## src/rtl/cgc_pkg.sv

```systemverilog
package cgc_pkg;

  localparam int CMD_W = 3;

  localparam logic [CMD_W-1:0] CMD_NOP = 3'd0;
  localparam logic [CMD_W-1:0] CMD_ACT = 3'd1;
  localparam logic [CMD_W-1:0] CMD_RD  = 3'd2;
  localparam logic [CMD_W-1:0] CMD_WR  = 3'd3;
  localparam logic [CMD_W-1:0] CMD_PRE = 3'd4;
  localparam logic [CMD_W-1:0] CMD_REF = 3'd5;
  localparam logic [CMD_W-1:0] CMD_MRS = 3'd6;

  typedef enum logic [1:0] {
    ST_RUN  = 2'd0,
    ST_HALT = 2'd1,
    ST_WAKE = 2'd2
  } cgc_state_e;

  function automatic logic is_access(input logic [CMD_W-1:0] c);
    return (c >= CMD_ACT) && (c <= CMD_MRS);
  endfunction

  function automatic int imax(input int a, input int b);
    return (a > b) ? a : b;
  endfunction

  // Cycles a command still needs after its own command cycle.
  function automatic int hold_len(input logic [CMD_W-1:0] c,
                                  input int cl, input int bl,
                                  input int trcd, input int twr,
                                  input int trp, input int trfc,
                                  input int tmrd);
    int r;
    case (c)
      CMD_ACT: r = trcd;
      CMD_RD:  r = cl + bl / 2;
      CMD_WR:  r = 1 + bl / 2 + twr;
      CMD_PRE: r = trp;
      CMD_REF: r = trfc;
      CMD_MRS: r = tmrd;
      default: r = 0;
    endcase
    return r;
  endfunction

  function automatic int hold_max(input int cl, input int bl,
                                  input int trcd, input int twr,
                                  input int trp, input int trfc,
                                  input int tmrd);
    int m;
    m = imax(trcd, cl + bl / 2);
    m = imax(m, 1 + bl / 2 + twr);
    m = imax(m, trp);
    m = imax(m, trfc);
    m = imax(m, tmrd);
    return m;
  endfunction

endpackage

```

## src/rtl/cgc_hold_timer.sv

```systemverilog
module cgc_hold_timer #(
  parameter int W = 4
) (
  input  logic         clk,
  input  logic         rst_n,
  input  logic         load,
  input  logic [W-1:0] load_val,
  output logic         expired
);

  logic [W-1:0] cnt_q;

  always_ff @(posedge clk) begin
    if (!rst_n) begin
      cnt_q <= '0;
    end else if (load) begin
      cnt_q <= load_val;
    end else if (cnt_q != '0) begin
      cnt_q <= cnt_q - 1'b1;
    end
  end

  assign expired = (cnt_q == '0);

endmodule

```

## src/rtl/cgc_wake_pacer.sv

```systemverilog
module cgc_wake_pacer #(
  parameter int NOPS = 1
) (
  input  logic clk,
  input  logic rst_n,
  input  logic start,
  output logic last
);

  localparam int PW = $clog2(NOPS + 1);

  logic [PW-1:0] cnt_q;

  always_ff @(posedge clk) begin
    if (!rst_n) begin
      cnt_q <= '0;
    end else if (start) begin
      cnt_q <= PW'(NOPS);
    end else if (cnt_q != '0) begin
      cnt_q <= cnt_q - 1'b1;
    end
  end

  assign last = (cnt_q == PW'(1));

endmodule

```

## src/rtl/cgc_clock_stop.sv

```systemverilog
module cgc_clock_stop #(
  parameter int CAS_LAT      = 3,
  parameter int BURST_LEN    = 4,
  parameter int T_RCD        = 3,
  parameter int T_WR         = 3,
  parameter int T_RP         = 4,
  parameter int T_RFC        = 12,
  parameter int T_MRD        = 2,
  parameter int RESTART_NOPS = 1
) (
  input  logic       clk,
  input  logic       rst_n,
  input  logic       cke,
  input  logic       req_valid,
  input  logic [2:0] req_cmd,
  output logic       req_ready,
  output logic [2:0] mem_cmd,
  output logic       clk_stop
);
  import cgc_pkg::*;

  localparam int HOLD_MAX = hold_max(CAS_LAT, BURST_LEN, T_RCD, T_WR,
                                     T_RP, T_RFC, T_MRD);
  localparam int TW = $clog2(HOLD_MAX + 1);

  cgc_state_e state_q, state_d;
  logic [CMD_W-1:0] mem_cmd_q;
  logic take, take_access, hold_done, stop_now, wake_now, wake_last;
  logic [TW-1:0] hold_val;

  assign req_ready   = (state_q == ST_RUN);
  assign take        = req_valid && req_ready;
  assign take_access = take && is_access(req_cmd);
  assign hold_val    = TW'(hold_len(req_cmd, CAS_LAT, BURST_LEN, T_RCD,
                                    T_WR, T_RP, T_RFC, T_MRD));
  assign stop_now    = (state_q == ST_RUN) && hold_done && cke && !req_valid;
  assign wake_now    = (state_q == ST_HALT) && (req_valid || !cke);

  cgc_hold_timer #(.W(TW)) u_hold (
    .clk      (clk),
    .rst_n    (rst_n),
    .load     (take_access),
    .load_val (hold_val),
    .expired  (hold_done)
  );

  cgc_wake_pacer #(.NOPS(RESTART_NOPS)) u_pace (
    .clk   (clk),
    .rst_n (rst_n),
    .start (wake_now),
    .last  (wake_last)
  );

  always_comb begin
    state_d = state_q;
    case (state_q)
      ST_RUN:  if (stop_now)  state_d = ST_HALT;
      ST_HALT: if (wake_now)  state_d = ST_WAKE;
      ST_WAKE: if (wake_last) state_d = ST_RUN;
      default: state_d = ST_RUN;
    endcase
  end

  always_ff @(posedge clk) begin
    if (!rst_n) begin
      state_q   <= ST_RUN;
      mem_cmd_q <= CMD_NOP;
    end else begin
      state_q   <= state_d;
      mem_cmd_q <= take_access ? req_cmd : CMD_NOP;
    end
  end

  assign mem_cmd  = mem_cmd_q;
  assign clk_stop = (state_q == ST_HALT);

endmodule

```

## config.mk

```make
export PLATFORM = sky130hd
export DESIGN_NAME = cgc_clock_stop
export DESIGN_NICKNAME = d
export VERILOG_FILES = /design/src/rtl/cgc_pkg.sv /design/src/rtl/cgc_hold_timer.sv /design/src/rtl/cgc_wake_pacer.sv /design/src/rtl/cgc_clock_stop.sv
export SDC_FILE = /design/constraint.sdc
export NUM_CORES = 1
export LEC_CHECK = 0
export BUFFER_PORTS_ARGS = -buffer_cell sky130_fd_sc_hd__buf_2
export CAP_MARGIN = 10
export CORE_AREA = 8 8 45 47
export CTS_CLUSTER_SIZE = 14
export DETAILED_ROUTE_END_ITERATION = 16
export DIE_AREA = 0 0 53 55
export PLACE_DENSITY = 0.61
export SLEW_MARGIN = 20
export SYNTH_ARGS = -nofsm -noshare
export SYNTH_HDL_FRONTEND = slang
export SYNTH_SLANG_ARGS = --single-unit
```

## constraint.sdc

```tcl
create_clock -name clk -period 2.3 [get_ports clk]
set_clock_uncertainty 0.05 [all_clocks]
set_input_delay 0.115 -clock clk [delete_from_list [all_inputs] [get_ports clk]]
set_output_delay 0.115 -clock clk [all_outputs]
set_load 0.005 [all_outputs]
```

## Yosys cells after proc, flatten, opt, wreduce, memory -nomap -nowiden

Index checks and enable logic that the tools add are counted.

| storage, ports and cells | value |
|---|---|
| logic and storage cells | 44 |
| ROM bits | 0 |
| bits in latches | 0 |
| bits of input ports | 7 |
| memories | 0 |
| bits in writable memories | 0 |
| register bits after elaboration | 10 |
| output and inout bits | 5 |

| operators by class | value |
|---|---|
| eq/ne operators | 11 |
| magnitude comparators | 2 |
| divide/modulo/power cells | 0 |
| bitwise operators | 0 |
| $mul | 0 |
| add/sub/neg operators | 2 |
| reductions and logical operators | 16 |
| muxes and demuxes | 9 |
| shifts and indexed selects | 0 |

Operators with widths:

| kind | count |
|---|---|
| $pmux W4 S6 | 1 |
| $eq A3 B3 Y1 const B | 3 |
| $mux W4 | 2 |
| $logic_and A1 B1 Y1 | 7 |
| $eq A3 B2 Y1 const B | 2 |
| $mux W2 | 3 |
| $ne A2 B1 Y1 const B | 3 |
| $pmux W2 S3 | 1 |
| $logic_not A4 Y1 | 1 |
| $reduce_bool A4 Y1 | 1 |
| $sub A4 B1 Y4 const B | 1 |
| $eq A3 B1 Y1 const B | 1 |
| $ge A3 B1 Y1 const B | 1 |
| $le A3 B3 Y1 const B | 1 |
| $reduce_and A3 Y1 | 1 |
| $eq A2 B1 Y1 const B | 1 |
| $eq A2 B2 Y1 const B | 1 |
| $logic_not A1 Y1 | 2 |
| $logic_not A2 Y1 | 1 |
| $mux W1 | 2 |
| $reduce_and A2 Y1 | 1 |
| $reduce_bool A2 Y1 | 1 |
| $logic_or A1 B1 Y1 | 1 |
| $sub A1 B1 Y1 const B | 1 |

## Longest topological paths before layout

| depth | value |
|---|---|
| depth in word-level cells | 6 |
| depth in mapped cells | 5 |
| depth with buffers taken out | 5 |

## Cells and area by module

From an unflattened synthesis, not the netlist that was laid out.

| second synthesis, totals | value |
|---|---|
| cell total of the unflattened synthesis | 56 |
| area, all modules | 540.5 um^2 |

Modules (own cells, without submodules):

| module | sequential area each (um^2) | area each (um^2) | cells an instance | times used |
|---|---|---|---|---|
| cgc_clock_stop | 100.1 | 284.0 | 31 | 1 |
| cgc_hold_timer | 80.1 | 230.2 | 23 | 1 |
| cgc_wake_pacer | 20.0 | 26.3 | 2 | 1 |

## Least setup slack after synthesis

Ideal clock, no wire load.

| timing | value |
|---|---|
| path type | flip-flop to flip-flop |
| start point | register u_hold.cnt_q[0] |
| end point | register u_hold.cnt_q[0] |
| stages on the path, launching flop included | 6 |
| slack | 691 ps |
| clock period less this slack | 1609 ps |
| arrival time | 1440 ps |
| buffers on the path | 0 |
| data required time | 2131 ps |
| library setup time | 119 ps |
| cells stage by stage | dfxtp_1 -> inv_1 -> ha_1 -> or3b_2 -> a31o_4 -> o221a_1 |

| on the way | value |
|---|---|
| cells in the longest elaborated chain, start to end | 3 |
| elaborated cells on any way between the ends | 5 |
| classes of those cells | add/sub (1); mux (2); reduce/logical (2) |

RTL lines:

| element | line | RTL |
|---|---|---|
| from (decl) | cgc_hold_timer.sv:11 | `logic [W-1:0] cnt_q;` |
| from (signal assigned) | cgc_hold_timer.sv:17 | `cnt_q <= load_val;` |
| from (signal assigned) | cgc_hold_timer.sv:19 | `cnt_q <= cnt_q - 1'b1;` |
| $sub A4 B1 Y4 | cgc_hold_timer.sv:19 |  |
| $mux W4 | cgc_hold_timer.sv:18 | `end else if (cnt_q != '0) begin` |
| $mux W4 | cgc_hold_timer.sv:16 | `end else if (load) begin` |

Parallel ways exist; a longest one is shown, timed or not. The select of a mux whose other input is x is not followed.
A chain may end at the register's enable or synchronous reset.

## Worst setup path in the final report

Same ends and word-level chain as after synthesis.

==> out/qor.csv <==
metric,value,unit
"slowest stage delay, CP",0.50,ns
num rows,14,
slowest CP cell,or3b_2,
Crit. End Element,register,
H-tree Lvls,1,
CTS tree,yes,
highest clock rate,588,MHz
largest net degree at the start of global routing,9,
"commonest non-fill, non-tap cell in the layout",buf_2,
drt via density,5.50,
Post-CTS Setup Bufs,0,
Root Buffer,clkbuf_4,
path type of the worst setup path,register to register,
# clock sinks,10,
IO Port Bufs,11,
critical path required time,2.41,ns
Layout area overhead,15.9,%
worst path cell trace,"inv_1, ha_1, or3b_2, a31o_4, o221a_1",
die width,53,um
Mapped Nets,66,
GPL Wtd Cong,0.832,
clk slew on worst S/H paths,0.07,ns
initial DRC count,7,
# nets final,80,
initial core utilization,40.4,%
Worst path top cell family by delay,simple AND/OR/NAND/NOR gates,
GRT overflow,0,
Synth Cell Area,559,um^2
Total Power,580,uW
"commonest non-fill, non-tap cells in the layout","buf_2, dfxtp_1, inv_1",
Resized Gates After CTS,0,
gr usage total,8.88,%
final hold violation count,0,
I/O pins,12,
Setup Total Neg Slack,0,ns
die area,2920,um^2
Power per Cell Area,895,nW/um^2
Pleak,0.292,nW
worst skew pair latency,0.27,ns
first-pass GRT wire length,1940,um
Seq. cell area,200,um^2
CP startpoint kind,register,
max_slew headroom,79.0,%
Final Cycle Share,74.0,%
Synth Register Bits,10,
MaxCap Viol Count,0,
syn avg cell area,9.81,um^2
Synth Warn #,0,
vias in the first global route,463,
register area share after synthesis,35.8,%
ant diodes,0,
final setup violation count,0,
Routed Antenna Nets,0,
post-DP HPWL,918,um
Post-route DRC,0,
layout cells sized above 1,31.4,%
die height,55,um
"Slew Viols, Final",0,
footprint of the multi-input gates,314,um^2
hold crit path type,input pin to register,
status,completed,
Worst Path Buf+Inv,1,
Setup WS post-layout,0.598,ns
antenna violations before repair,0,
Tmin final,1.70,ns
Post-Syn Instances,57,
cts bufs inserted,3,
post-synth cell types,28,
vias,473,
drt wl/cell,13.2,um
Tightest Pin Transition,0.307,ns
Worst VDD drop,0.362,mV
fin util,46.8,%
final wirelength,1140,um
CTS hold repair buffers,0,
Max Fanout on Critical Path,5,
pre-CTS setup slack,0.606,ns
RSZ-0062 raised after global routing,no,
CP arrival,1.81,ns
Longest Clk Path Bufs,2,
# fillers,147,
Pre-antenna DRT Iters,4,
Core Area,1380,um^2
state kept, by name, summed over array words and instances (netlist names):
register      flops
u_hold.cnt_q      4
mem_cmd           3
u_pace.last       1
state_q           2
layer usage:
metal | part of all wire, % | global-route usage, %
met2 | 45 | 14.1
met5 | 0 | 0
met3 | 3.3 | 0.802
met1 | 48 | 10.6
met4 | 3.2 | 7.76
report_power, final:
group	total, mW	internal [mW]	switching [mW]
clock network	0.159	0.0962	0.0626
registers	0.227	0.201	0.0255
logic	0.195	0.102	0.0931
final cells by class:
class	count	area share, %
clock buffers	4	5.60
multi-input cells	40	48.5
repair buffers	12	9.65
flip-flops and latches	10	30.9
inverters	4	2.32
well taps	16	3.09
metrics by stage:
step           instances  hold WS, ns  area (um^2)
2_1_floorplan         57        0.207          559
3_3_place_gp          82        0.377          612
3_5_place_dp          82        0.388          612
4_1_cts               86        0.103          648
5_1_grt               86        0.109          648
6_report              86        0.113          648
worst paths after layout:
path                           startpoint                           end  slack [ns]  cells past startpoint
max          u_hold.cnt_q[0]$_SDFFE_PN0P_  u_hold.cnt_q[0]$_SDFFE_PN0P_        0.60                      5
min                                 rst_n  u_hold.cnt_q[1]$_SDFFE_PN0P_        0.11                      2
max reg2reg  u_hold.cnt_q[0]$_SDFFE_PN0P_  u_hold.cnt_q[0]$_SDFFE_PN0P_        0.60                      5
min reg2reg       state_q[0]$_SDFFE_PN0P_        u_pace.last$_SDFF_PN0_        0.48                      2
synth_stat cells, drive strengths merged:
library cell	n	area [um^2]
dfxtp	10	200
and3	4	27.5
inv	4	15.0
a32oi	3	26.3
buf	3	30.0
nor2	3	11.3
xnor2	3	26.3
a21oi	2	10.0
ha	2	25.0
nand2b	2	12.5
nor3	2	10.0
nor3b	2	15.0
o211a	2	20.0
o221a	2	22.5
or3b	2	17.5
a2111oi	1	8.76
a31o	1	17.5
a31oi	1	6.26
nand2	1	3.75
nand3	1	5.00
nand3b	1	7.51
nor2b	1	6.26
nor4b	1	8.76
o31ai	1	7.51
or3	1	11.3
or4	1	7.51
cells by family after synthesis:
kind of cell    Yosys count  synth area share [%]
fa+ha+maj                 2                  4.47
compound gates           13                  21.3
flops                    10                  35.8
simple gates             22                  25.7
xor+xnor                  3                  4.70
buf+inv                   7                  8.05
Note: power is estimated with default switching activity, not from simulation.
